**src/rtl/dg_pkg.sv**
```systemverilog
package dg_pkg;
  localparam int DG_CNT_W = 5;

  typedef logic [DG_CNT_W-1:0] cnt_t;

  typedef struct packed {
    cnt_t n_pred;
    cnt_t n_start;
    cnt_t n_fin;
    cnt_t n_inst;
    cnt_t n_exec;
    cnt_t n_done;
  } grp_cnt_t;

  function automatic logic [DG_CNT_W:0] f_pred_seen(grp_cnt_t c);
    return {1'b0, c.n_start} + {1'b0, c.n_fin};
  endfunction

  function automatic logic f_waiting(grp_cnt_t c);
    return {1'b0, c.n_pred} > f_pred_seen(c);
  endfunction

  function automatic logic f_pending(grp_cnt_t c);
    return (c.n_start != '0) && (f_pred_seen(c) == {1'b0, c.n_pred});
  endfunction

  function automatic logic f_ready(grp_cnt_t c);
    return c.n_fin == c.n_pred;
  endfunction

  function automatic logic f_executing(grp_cnt_t c);
    return (c.n_exec != '0) && (c.n_exec == (c.n_inst - c.n_done));
  endfunction

  function automatic logic f_executed(grp_cnt_t c);
    return c.n_inst == c.n_done;
  endfunction
endpackage

```
**src/rtl/dg_slot_alloc.sv**
```systemverilog
module dg_slot_alloc #(
  parameter int NUM_SLOTS = 16,
  parameter int GID_W     = 8,
  localparam int IDX_W    = $clog2(NUM_SLOTS)
) (
  input  logic                 clk,
  input  logic                 rst_n,
  input  logic                 alloc_req,
  input  logic [NUM_SLOTS-1:0] slot_valid,
  output logic [IDX_W-1:0]     alloc_slot,
  output logic [GID_W-1:0]     alloc_gid,
  output logic                 table_full,
  output logic [NUM_SLOTS-1:0] grant_1h
);
  logic             found;
  logic [IDX_W-1:0] pick;
  logic [GID_W-1:0] gid_q;
  logic [GID_W-1:0] gid_inc;

  // lowest free slot wins: scan from the top so the last hit is the lowest
  always_comb begin
    found = 1'b0;
    pick  = '0;
    for (int i = NUM_SLOTS - 1; i >= 0; i--) begin
      if (!slot_valid[i]) begin
        found = 1'b1;
        pick  = IDX_W'(i);
      end
    end
  end

  assign alloc_slot = pick;
  assign table_full = !found;
  assign alloc_gid  = gid_q;
  assign grant_1h   = (alloc_req && found) ? (NUM_SLOTS'(1) << pick) : '0;
  assign gid_inc    = gid_q + GID_W'(1);

  always_ff @(posedge clk) begin
    if (!rst_n)
      gid_q <= GID_W'(1);
    else if (alloc_req && found)
      gid_q <= (gid_inc == '0) ? GID_W'(1) : gid_inc;
  end
endmodule

```
**src/rtl/dg_group_slot.sv**
```systemverilog
module dg_group_slot
  import dg_pkg::*;
#(
  parameter int NUM_SLOTS = 16,
  parameter int CYC_W     = 8
) (
  input  logic                 clk,
  input  logic                 rst_n,
  input  logic                 alloc_hit,
  input  logic [NUM_SLOTS-1:0] clr_bits,
  input  logic [NUM_SLOTS-1:0] ord_set,
  input  logic [NUM_SLOTS-1:0] dat_set,
  input  logic                 add_hit,
  input  logic                 pred_hit,
  input  logic                 issue_hit,
  input  logic [CYC_W-1:0]     issue_cyc,
  input  logic                 done_hit,
  input  logic [1:0]           start_up,
  input  logic                 start_dn,
  input  logic [1:0]           fin_up,
  input  logic                 cand_vld,
  input  logic [CYC_W-1:0]     cand_cyc,
  output logic                 valid,
  output logic                 waiting,
  output logic                 pending,
  output logic                 ready,
  output logic                 executing,
  output logic                 executed,
  output logic                 go_exec,
  output logic                 go_done,
  output logic                 has_succ,
  output logic [CYC_W-1:0]     crit,
  output logic [CYC_W-1:0]     crit_mem_nxt,
  output logic [NUM_SLOTS-1:0] ord_mask,
  output logic [NUM_SLOTS-1:0] dat_mask
);
  grp_cnt_t         cnt_q, cnt_d;
  logic [CYC_W-1:0] crit_q, crit_d, crit_dec, cmem_q;
  logic             release_slot;

  always_comb begin
    cnt_d         = cnt_q;
    cnt_d.n_inst  = cnt_q.n_inst + cnt_t'(add_hit);
    cnt_d.n_pred  = cnt_q.n_pred + cnt_t'(pred_hit);
    cnt_d.n_start = cnt_q.n_start + cnt_t'(start_up) - cnt_t'(start_dn);
    cnt_d.n_fin   = cnt_q.n_fin + cnt_t'(fin_up);
    cnt_d.n_exec  = cnt_q.n_exec + cnt_t'(issue_hit) - cnt_t'(done_hit);
    cnt_d.n_done  = cnt_q.n_done + cnt_t'(done_hit);
  end

  assign go_exec = f_executing(cnt_d) && !f_executing(cnt_q);
  assign go_done = f_executed(cnt_d) && !f_executed(cnt_q);

  assign crit_dec = (f_waiting(cnt_q) && crit_q != '0) ? crit_q - CYC_W'(1) : crit_q;
  assign crit_d   = (cand_vld && cand_cyc > crit_dec) ? cand_cyc : crit_dec;
  assign crit_mem_nxt = (issue_hit && issue_cyc > cmem_q) ? issue_cyc : cmem_q;

  assign release_slot = valid && (cnt_q.n_inst != '0) && f_executed(cnt_q);

  always_ff @(posedge clk) begin
    if (!rst_n || alloc_hit) begin
      valid    <= alloc_hit && rst_n;
      cnt_q    <= '0;
      crit_q   <= '0;
      cmem_q   <= '0;
      ord_mask <= '0;
      dat_mask <= '0;
    end else begin
      if (release_slot) valid <= 1'b0;
      cnt_q    <= cnt_d;
      crit_q   <= crit_d;
      cmem_q   <= crit_mem_nxt;
      ord_mask <= (ord_mask | ord_set) & ~clr_bits;
      dat_mask <= (dat_mask | dat_set) & ~clr_bits;
    end
  end

  assign waiting   = valid && f_waiting(cnt_q);
  assign pending   = valid && f_pending(cnt_q);
  assign ready     = valid && f_ready(cnt_q);
  assign executing = valid && f_executing(cnt_q);
  assign executed  = valid && f_executed(cnt_q);
  assign has_succ  = (ord_mask | dat_mask) != '0;
  assign crit      = valid ? crit_q : '0;
endmodule

```
**src/rtl/dg_tracker.sv**
```systemverilog
module dg_tracker #(
  parameter int NUM_SLOTS = 16,
  parameter int CYC_W     = 8,
  parameter int GID_W     = 8,
  localparam int IDX_W    = $clog2(NUM_SLOTS)
) (
  input  logic                       clk,
  input  logic                       rst_n,
  input  logic                       alloc_req,
  output logic [IDX_W-1:0]           alloc_slot,
  output logic [GID_W-1:0]           alloc_gid,
  output logic                       table_full,
  input  logic                       add_vld,
  input  logic [IDX_W-1:0]           add_slot,
  output logic                       add_err,
  input  logic                       edge_vld,
  input  logic [IDX_W-1:0]           edge_src,
  input  logic [IDX_W-1:0]           edge_dst,
  input  logic                       edge_data,
  input  logic                       issue_vld,
  input  logic [IDX_W-1:0]           issue_slot,
  input  logic [CYC_W-1:0]           issue_cyc,
  input  logic                       done_vld,
  input  logic [IDX_W-1:0]           done_slot,
  output logic [NUM_SLOTS-1:0]       grp_valid,
  output logic [NUM_SLOTS-1:0]       grp_waiting,
  output logic [NUM_SLOTS-1:0]       grp_pending,
  output logic [NUM_SLOTS-1:0]       grp_ready,
  output logic [NUM_SLOTS-1:0]       grp_executing,
  output logic [NUM_SLOTS-1:0]       grp_executed,
  output logic [NUM_SLOTS*CYC_W-1:0] crit_cycles
);
  logic [NUM_SLOTS-1:0] grant_1h, go_exec, go_done, has_succ;
  logic [NUM_SLOTS-1:0] ord_mask [NUM_SLOTS];
  logic [NUM_SLOTS-1:0] dat_mask [NUM_SLOTS];
  logic [CYC_W-1:0]     cmem_nxt [NUM_SLOTS];
  logic [CYC_W-1:0]     crit_w   [NUM_SLOTS];

  // named internal events
  logic                 edge_ok, ord_keep, dat_keep, edge_start;
  logic                 add_ok, iss_ok, don_ok, iss_go, don_go;
  logic [NUM_SLOTS-1:0] dst_1h, new_ord, new_dat, iss_ord, iss_dat, don_dat;

  dg_slot_alloc #(.NUM_SLOTS(NUM_SLOTS), .GID_W(GID_W)) u_alloc (
    .clk(clk), .rst_n(rst_n), .alloc_req(alloc_req), .slot_valid(grp_valid),
    .alloc_slot(alloc_slot), .alloc_gid(alloc_gid), .table_full(table_full),
    .grant_1h(grant_1h)
  );

  assign edge_ok = edge_vld && (edge_src != edge_dst) && grp_valid[edge_src]
                && grp_valid[edge_dst] && !grp_executed[edge_src];
  assign ord_keep   = edge_ok && !edge_data && !grp_executing[edge_src];
  assign dat_keep   = edge_ok && edge_data;
  assign edge_start = dat_keep && grp_executing[edge_src];
  assign dst_1h     = NUM_SLOTS'(1) << edge_dst;
  assign new_ord    = ord_keep ? dst_1h : '0;
  assign new_dat    = dat_keep ? dst_1h : '0;

  assign add_ok  = add_vld && grp_valid[add_slot] && !has_succ[add_slot];
  assign add_err = add_vld && grp_valid[add_slot] && has_succ[add_slot];
  assign iss_ok  = issue_vld && grp_valid[issue_slot];
  assign don_ok  = done_vld && grp_valid[done_slot];

  // credits fan out through the old masks plus any edge landing this cycle
  assign iss_go  = iss_ok && go_exec[issue_slot];
  assign don_go  = don_ok && go_done[done_slot];
  assign iss_ord = iss_go ? (ord_mask[issue_slot] | ((edge_src == issue_slot) ? new_ord : '0)) : '0;
  assign iss_dat = iss_go ? (dat_mask[issue_slot] | ((edge_src == issue_slot) ? new_dat : '0)) : '0;
  assign don_dat = don_go ? (dat_mask[done_slot] | ((edge_src == done_slot) ? new_dat : '0)) : '0;

  for (genvar i = 0; i < NUM_SLOTS; i++) begin : g_slot
    logic             edge_to, cand_vld;
    logic [1:0]       start_up, fin_up;
    logic [CYC_W-1:0] c_edge, c_iss, cand;

    assign edge_to  = edge_start && (edge_dst == IDX_W'(i));
    assign start_up = {1'b0, edge_to} + {1'b0, iss_dat[i]};
    assign fin_up   = {1'b0, iss_ord[i]} + {1'b0, don_dat[i]};
    assign c_edge   = edge_to ? cmem_nxt[edge_src] : '0;
    assign c_iss    = iss_dat[i] ? cmem_nxt[issue_slot] : '0;
    assign cand     = (c_edge > c_iss) ? c_edge : c_iss;
    assign cand_vld = edge_to || iss_dat[i];

    dg_group_slot #(.NUM_SLOTS(NUM_SLOTS), .CYC_W(CYC_W)) u_grp (
      .clk(clk), .rst_n(rst_n), .alloc_hit(grant_1h[i]), .clr_bits(grant_1h),
      .ord_set((edge_src == IDX_W'(i)) ? new_ord : '0),
      .dat_set((edge_src == IDX_W'(i)) ? new_dat : '0),
      .add_hit(add_ok && add_slot == IDX_W'(i)),
      .pred_hit((ord_keep || dat_keep) && edge_dst == IDX_W'(i)),
      .issue_hit(iss_ok && issue_slot == IDX_W'(i)), .issue_cyc(issue_cyc),
      .done_hit(don_ok && done_slot == IDX_W'(i)),
      .start_up(start_up), .start_dn(don_dat[i]), .fin_up(fin_up),
      .cand_vld(cand_vld), .cand_cyc(cand),
      .valid(grp_valid[i]), .waiting(grp_waiting[i]), .pending(grp_pending[i]),
      .ready(grp_ready[i]), .executing(grp_executing[i]), .executed(grp_executed[i]),
      .go_exec(go_exec[i]), .go_done(go_done[i]), .has_succ(has_succ[i]),
      .crit(crit_w[i]), .crit_mem_nxt(cmem_nxt[i]),
      .ord_mask(ord_mask[i]), .dat_mask(dat_mask[i])
    );

    assign crit_cycles[i*CYC_W +: CYC_W] = crit_w[i];
  end
endmodule

```
**config.mk**
```make
export PLATFORM = sky130hd
export DESIGN_NAME = dg_tracker
export DESIGN_NICKNAME = d
export VERILOG_FILES = /design/src/rtl/dg_pkg.sv /design/src/rtl/dg_slot_alloc.sv /design/src/rtl/dg_group_slot.sv /design/src/rtl/dg_tracker.sv
export SDC_FILE = /design/constraint.sdc
export NUM_CORES = 2
export LEC_CHECK = 0
export BUFFER_PORTS_ARGS = -buffer_cell sky130_fd_sc_hd__buf_2
export CAP_MARGIN = 20
export CORE_UTILIZATION = 30
export DETAILED_ROUTE_END_ITERATION = 10
export GPL_TIMING_DRIVEN = 0
export SLEW_MARGIN = 20
export SYNTH_ARGS = -nofsm -noshare
export SYNTH_HDL_FRONTEND = slang
export SYNTH_SLANG_ARGS = --single-unit
```
**constraint.sdc**
```tcl
create_clock -name clk -period 24.3 [get_ports clk]
set_clock_uncertainty 0.05 [all_clocks]
set_input_delay 2.43 -clock clk [delete_from_list [all_inputs] [get_ports clk]]
set_output_delay 2.43 -clock clk [all_outputs]
set_load 0.01 [all_outputs]
```
== Word-level counts from Yosys, hierarchy flattened ==
Index checks and enable logic that the tools add are counted.

* Eq/ne operators: 174
* Order comparisons: 72
* Bitwise operators: 87
* Shift-type cells: 2
* Muxes and demuxes: 253
* Reductions and logical operators: 541
* Add/sub/neg operators: 225

{| class="wikitable"
|+ Operator list
! kind !! number
|-
| $mux W8 || 117
|-
| $or A16 B16 Y16 || 51
|-
| $mux W16 || 47
|-
| $and A16 B16 Y16 || 32
|-
| $eq A5 B5 Y1 || 80
|-
| $gt A8 B8 Y1 || 48
|-
| $logic_and A1 B1 Y1 || 352
|-
| $add A5 B1 Y5 || 64
|-
| $reduce_bool A5 Y1 || 64
|-
| $reduce_bool A16 Y1 || 16
|-
| $bmux W16 S4 || 3
|-
| $add A5 B2 Y5 || 32
|-
| $eq A4 B4 Y1 const B || 40
|-
| $sub A5 B1 Y5 || 32
|-
| $sub A5 B5 Y5 || 32
|-
| $reduce_bool A8 Y1 || 16
|-
| $sub A8 B1 Y8 const B || 16
|-
| $add A5 B5 Y6 || 16
|-
| $eq A6 B5 Y1 || 16
|-
| $gt A5 B6 Y1 || 16
|-
| $eq A4 B3 Y1 const B || 20
|-
| $add A1 B1 Y2 || 32
|-
| $bmux W8 S4 || 2
|-
| $mux W4 || 16
|-
| other kinds (17) || 194
|}

* Output and inout bits: 238
* Logic and storage cells: 1531
* Bits in registers: 1272

== Longest topological paths before layout ==
* Depth after elaboration: 22
* Mapped depth: 54
* Gate-level depth less buffers: 50

== Cells and area by module ==
From an unflattened synthesis, not the netlist that was laid out.

* Cell total of the unflattened synthesis: 11032
* Area total of the unflattened synthesis: 96236.0 um^2

{| class="wikitable"
|+ Modules (own cells, without submodules)
! module !! cells an instance !! instances !! area an instance (um^2) !! sequential area each (um^2)
|-
| dg_group_slot (g_slot[11].u_grp ...) || 529 || 13 || 4740.8 || 1591.5
|-
| dg_tracker || 2460 || 1 || 19661.4 || 0.0
|-
| dg_group_slot (g_slot[10].u_grp) || 530 || 1 || 4769.6 || 1591.5
|-
| dg_group_slot (g_slot[0].u_grp) || 529 || 1 || 4724.5 || 1591.5
|-
| dg_group_slot (g_slot[9].u_grp) || 526 || 1 || 4684.5 || 1591.5
|-
| dg_slot_alloc || 110 || 1 || 765.7 || 160.2
|}

== Least setup slack after synthesis ==
No wires, ideal clock.

* Path kind: input-to-reg
* Start point: input port issue_slot[0]
* End point: register g_slot[7].u_grp.crit_q[1]
* Path buffers: 12
* Data arrival time: 11.919 ns
* Path slack: 12.215 ns
* Setup time: 0.116 ns
* Stages: 50
* Cell sequence: buf_6 buf_4 buf_2 mux4_2 nand2_1 o211a_1 clkbuf_1 clkbuf_1 clkbuf_1 clkbuf_1 and3b_1 nand2_1 ha_1 inv_1 ha_1 fa_1 xor2_1 xnor2_1 [14 not listed] o21ai_0 nand2_1 or3_1 clkbuf_1 o22ai_1 ha_1 nor2b_1 o21a_1 o21a_1 o21ai_0 a21oi_1 a211oi_1 a21oi_1 nand2_1 o31ai_2 clkbuf_1 o311ai_0 and3_1

* Cells in the longest elaborated chain, start to end: 19
* Elaborated cells on any way between the ends: 188
* Those cells by class: 32 x add/sub; 2 x order compare; 32 x eq/ne; 35 x mux; 2 x bitwise; 85 x reduce/logical

{| class="wikitable"
|+ RTL lines
! what !! line !! RTL
|-
| start, declared || dg_tracker.sv:21 || <nowiki>input logic [IDX_W-1:0] issue_slot,</nowiki>
|-
| $bmux W1 S4 || dg_tracker.sv:61 || <nowiki>assign iss_ok = issue_vld && grp_valid[issue_slot];</nowiki>
|-
| $mux W1 (not written as such) || dg_tracker.sv:61 ||
|-
| $logic_and A1 B1 Y1 || dg_tracker.sv:61 ||
|-
| $logic_and A1 B1 Y1 || dg_tracker.sv:90 || <nowiki>.issue_hit(iss_ok && issue_slot == IDX_W'(i)), .issue_cyc(issue_cyc),</nowiki>
|-
| $add A5 B1 Y5 || dg_group_slot.sv:47 || <nowiki>cnt_d.n_exec = cnt_q.n_exec + cnt_t'(issue_hit) - cnt_t'(done_hit);</nowiki>
|-
| $sub A5 B1 Y5 || dg_group_slot.sv:47 ||
|-
| $eq A5 B5 Y1 / $reduce_bool A5 Y1 (equally long branches) || dg_pkg.sv:32 || <nowiki>return (c.n_exec != '0) && (c.n_exec == (c.n_inst - c.n_done));</nowiki>
|-
| $logic_and A1 B1 Y1 || dg_pkg.sv:32 ||
|-
| [3 not listed] || - ||
|-
| $logic_and A1 B1 Y1 || dg_tracker.sv:65 || <nowiki>assign iss_go = iss_ok && go_exec[issue_slot];</nowiki>
|-
| $mux W16 || dg_tracker.sv:68 || <nowiki>assign iss_dat = iss_go ? (dat_mask[issue_slot] | ((edge_src == issue_slot) ? new_dat : '0)) : '0;</nowiki>
|-
| $mux W8 || dg_tracker.sv:80 || <nowiki>assign c_iss = iss_dat[i] ? cmem_nxt[issue_slot] : '0;</nowiki>
|-
| $gt A8 B8 Y1 || dg_tracker.sv:81 || <nowiki>assign cand = (c_edge > c_iss) ? c_edge : c_iss;</nowiki>
|-
| $mux W8 || dg_tracker.sv:81 ||
|-
| $gt A8 B8 Y1 || dg_group_slot.sv:55 || <nowiki>assign crit_d = (cand_vld && cand_cyc > crit_dec) ? cand_cyc : crit_dec;</nowiki>
|-
| $logic_and A1 B1 Y1 || dg_group_slot.sv:55 ||
|-
| $mux W8 * || dg_group_slot.sv:55 ||
|-
| end signal, assigned || dg_group_slot.sv:71 || <nowiki>crit_q <= crit_d;</nowiki>
|-
| end, declared || dg_group_slot.sv:38 || <nowiki>logic [CYC_W-1:0] crit_q, crit_d, crit_dec, cmem_q;</nowiki>
|}

Every way passes the cells marked *; elsewhere a longest branch is shown, timed or not. The select of a mux whose other input is x is not followed.
A chain may end at the register's enable or synchronous reset.

== Worst setup path in the final report ==
Same ends and word-level chain as after synthesis.

==> run_results.csv <==
group,metric,value,unit
status,status,"completed",
worst_setup_path,reg2reg_to,"g_slot[7].u_grp.crit_q[1]",
die,core,305800,um2
timing,max_freq,52.64,MHz
cts,numCtsBuffers,167,
final_layout,drive_above_1_share,12.22,%
final_layout,finalNonFillerCells,15550,
cts,clockRootBuffer,"clkbuf_16",
timing,rsz0062_at_grt,"false",
die,rows,203,
worst_setup_path,ff2ff_path_depth,51,
global_route,grt-busiest-layer,"met2",
placed_design,port_buffers,260,
worst_setup_path,cp_slowest_stage_delay,1110,ps
min_path,hp-class,"register to register",
synth,synth.cell_area,92280,um2
timing,fin_crit,19000,ps
worst_setup_path,critPathLaunchType,"input port",
timing,setup_violations,0,
global_route,use_met1,41.71,%
die,die_w,556.6,um
die,fp.dieH,556.6,um
routing,drc,0,
placed_design,routabilityCongestion,1.099,
synth,avgSynthCellArea,8.588,um2
global_route,grt_pass1_wl,719200,um
die,start_util,30.18,%
worst_setup_path,r2r_slack,6620,ps
timing,whs,405.5,ps
routing,drtPass1Iterations,8,
routing,wl,538000,um
global_route,met3_usage,10.76,%
power,p_leak,0.04374,uW
synth,synthDistinctLibCells,111,
routing,vias,93030,
routing,vias_per_cell,5.981,
routing,wire_per_inst,34.59,um
global_route,grt.overflow.total,0,
job,cap_violations,0,
cts,post_cts_buffers,0,
cts,htree_levels,4,
min_path,min_to,"g_slot[11].u_grp.cmem_q[6]",
timing,finalMaxSlewViolations,0,
cts,path_clk_slew,60,ps
routing,antenna_left,0,
global_route,gr-usage-met2,47.40,%
synth,synthCells,10750,
worst_setup_path,arrival,19730,ps
routing,drtIter0Drc,12850,
power,p_per_area,53.77,nW/um2
min_path,hold_depth,2,
die,dieArea,309800,um2
placed_design,dp_hpwl,424900,um
cts,cts_buffer_depth,4,
min_path,worstHoldStart,"g_slot[11].u_grp.cmem_q[6]",
cts,clock_sinks,1272,
timing,period_share,78.18,%
global_route,grt_antenna_before_repair,78,
timing,worst_slack,5303,ps
global_route,track_usage,33.60,%
timing,slew_headroom,6.022,%
die,boundaryPins,274,
synth,seq_area_frac_synth,27.77,%
worst_setup_path,reg2reg_from,"g_slot[4].u_grp.valid",
cts,cts_hold_buf,0,
worst_setup_path,crit_type,"input port to register",
cts,insertion_delay,940,ps
synth,ys_async_sr_fraction,0,%
power,worst_ir_drop_vdd,53.81,uV
cts,cts_resized,0,
final_layout,final_cell_area,106400,um2
final_layout,finalNetCount,12420,
placed_design,dpl_cell_area,100500,um2
synth,synth_nets,11890,
synth,ys_seq_elements,1272,
worst_setup_path,endpoint_kind,"register",
synth,ys_warn_count,0,
worst_setup_path,cpMaxStageDelayCell,"nor2_1",
global_route,grt_max_degree,24,
final_layout,syn2layout_area_growth,15.33,%
timing,tns,0,ps
synth,synth_edf_count,16,
synth,ys.flop_type,"dfxtp_1",
timing,worst_pin_slew,1410,ps
global_route,grt_pass1_vias,85890,
placed_design,post-place-ws,5368,ps
cts,cts_tree,"yes",
timing,final_hold_viol_count,0,
worst_setup_path,cp_max_fo,10,
placed_design,dp.cells,15200,
worst_setup_path,cp.required,25030,ps
[report_power, final]
group	switching [uW]	internal (uW)	total [uW]
logic	711	217	929
clock network	1090	1570	2660
registers	23.6	2110	2130
[flip-flops by register name, summed over array words and instances (netlist names)]
signal	flops
g_slot.u_grp.dat_mask	256
g_slot.u_grp.ord_mask	256
g_slot.u_grp.cmem_q	128
u_alloc.alloc_gid	8
g_slot.u_grp.crit_q	128
g_slot.u_grp.valid	16
g_slot.u_grp.cnt_q	480
[logic make-up (layout without fill, tap and decap cells)]
group	count (synthesis)	in the layout	synth area share (%)
AND/OR/NAND/NOR	3664	3664	19.76
adder cells (fa/ha/maj)	1105	1105	15.89
AO/OA/AOI/OAI	2201	2201	15.23
buffers and inverters	1307	1963	5.838
multiplexers	380	380	7.748
flip-flops	1272	1272	27.77
other	0	52	0
XOR/XNOR	817	817	7.762
[layout make-up]
| class | count | area [um2] |
|---|---|---|
| Inverter | 641 | 2407 |
| Sequential cell | 1272 | 25620 |
| Antenna cell | 52 | 130.1 |
| Multi-Input combinational cell | 8167 | 61740 |
| Tap cell | 4100 | 5130 |
| Clock buffer | 226 | 4813 |
| Timing Repair Buffer | 362 | 2551 |
| Buffer | 666 | 3141 |
| Fill cell | 32320 | 199400 |
| Clock inverter | 68 | 889.6 |
[worst max-delay path by stage]
stage | start | slack, ps | end
after global routing | issue_slot[0] | 5510 | g_slot[7].u_grp.crit_q[1]
final | issue_slot[0] | 5300 | g_slot[7].u_grp.crit_q[1]
after detailed placement | issue_slot[0] | 5370 | g_slot[7].u_grp.crit_q[1]
after floorplan | issue_slot[0] | 12220 | g_slot[7].u_grp.crit_q[1]
after global placement | issue_slot[3] | 2990 | g_slot[7].u_grp.crit_q[1]
after CTS | issue_slot[0] | 6200 | g_slot[7].u_grp.crit_q[1]
[placed cells by master, fill, tap and decap left out, types with 103 or more instances in the layout]
cell       count
clkbuf_2     108
fa_1         112
inv_1        628
a21o_1       165
buf_2        366
o21ai_0      231
nand4_1      139
xor2_1       335
nand3_1      376
a21oi_1      938
nor4_1       207
dfxtp_1     1256
o22ai_1      103
and2_1       288
nor2_1      1120
buf_4        135
mux4_2       266
ha_1         993
clkbuf_16    169
nor3_1       407
nand2_1      474
clkbuf_1     359
xnor2_1      481
and3_1       186
[critical path, delay by kind of cell]
| family | cells | cell delay (ps) |
|---|---|---|
| xor+xnor | 3 | 620 |
| compound gates | 15 | 3430 |
| mux | 1 | 590 |
| simple gates | 14 | 4410 |
| buf+inv | 14 | 6580 |
| fa+ha+maj | 5 | 1550 |
[metrics by stage]
step	total power [uW]	utilization (%)
after floorplan	2569	-
after global placement	3002	32.28
after detailed placement	3034	32.86
after CTS	5655	34.73
after global routing	5796	34.77
final	5722	34.80
[per-layer routing]
layer | up-vias | wire length (um)
li1 | 39650 | -
met1 | 45430 | 208700
met2 | 6189 | 212600
met3 | 1723 | 63410
met4 | 36 | 53010
met5 | - | 324
[synth_stat cells (all sizes together) (18+ instances only)]
cell type  count  area, um2
a2111oi       27      257.8
a211oi       106      810.8
a21boi        26      195.2
a21o         165       1239
a21oi        941       4710
a221oi        28      264.0
a22oi         21      157.7
a31oi         35      219.0
and2         290       1814
and3         186       1164
and3b         18      157.7
buf          220       1306
clkbuf       446       1675
dfxtp       1256      25140
fa           112       2242
ha           993      12420
inv          632       2372
mux2i         99      991.0
mux4         266       5991
nand2        477       1803
nand2b        60      375.4
nand3        376       1882
nand4        140      882.1
nor2        1150       4337
nor2b        102      638.1
nor3         428       2200
nor4         230       1445
o211a         33      330.3
o211ai        79      593.1
o21a          66      495.5
o21ai        248       1260
o21bai        37      277.8
o221ai        25      219.0
o22a          21      185.2
o22ai        104      656.9
o31a          19      166.4
o31ai         24      198.9
o32ai         23      201.4
o41ai         22      192.7
or2           20      125.1
or3           78      493.0
or4           24      180.2
xnor2        481       4213
xor2         336       2950
Power figures use the tool's default switching activity.
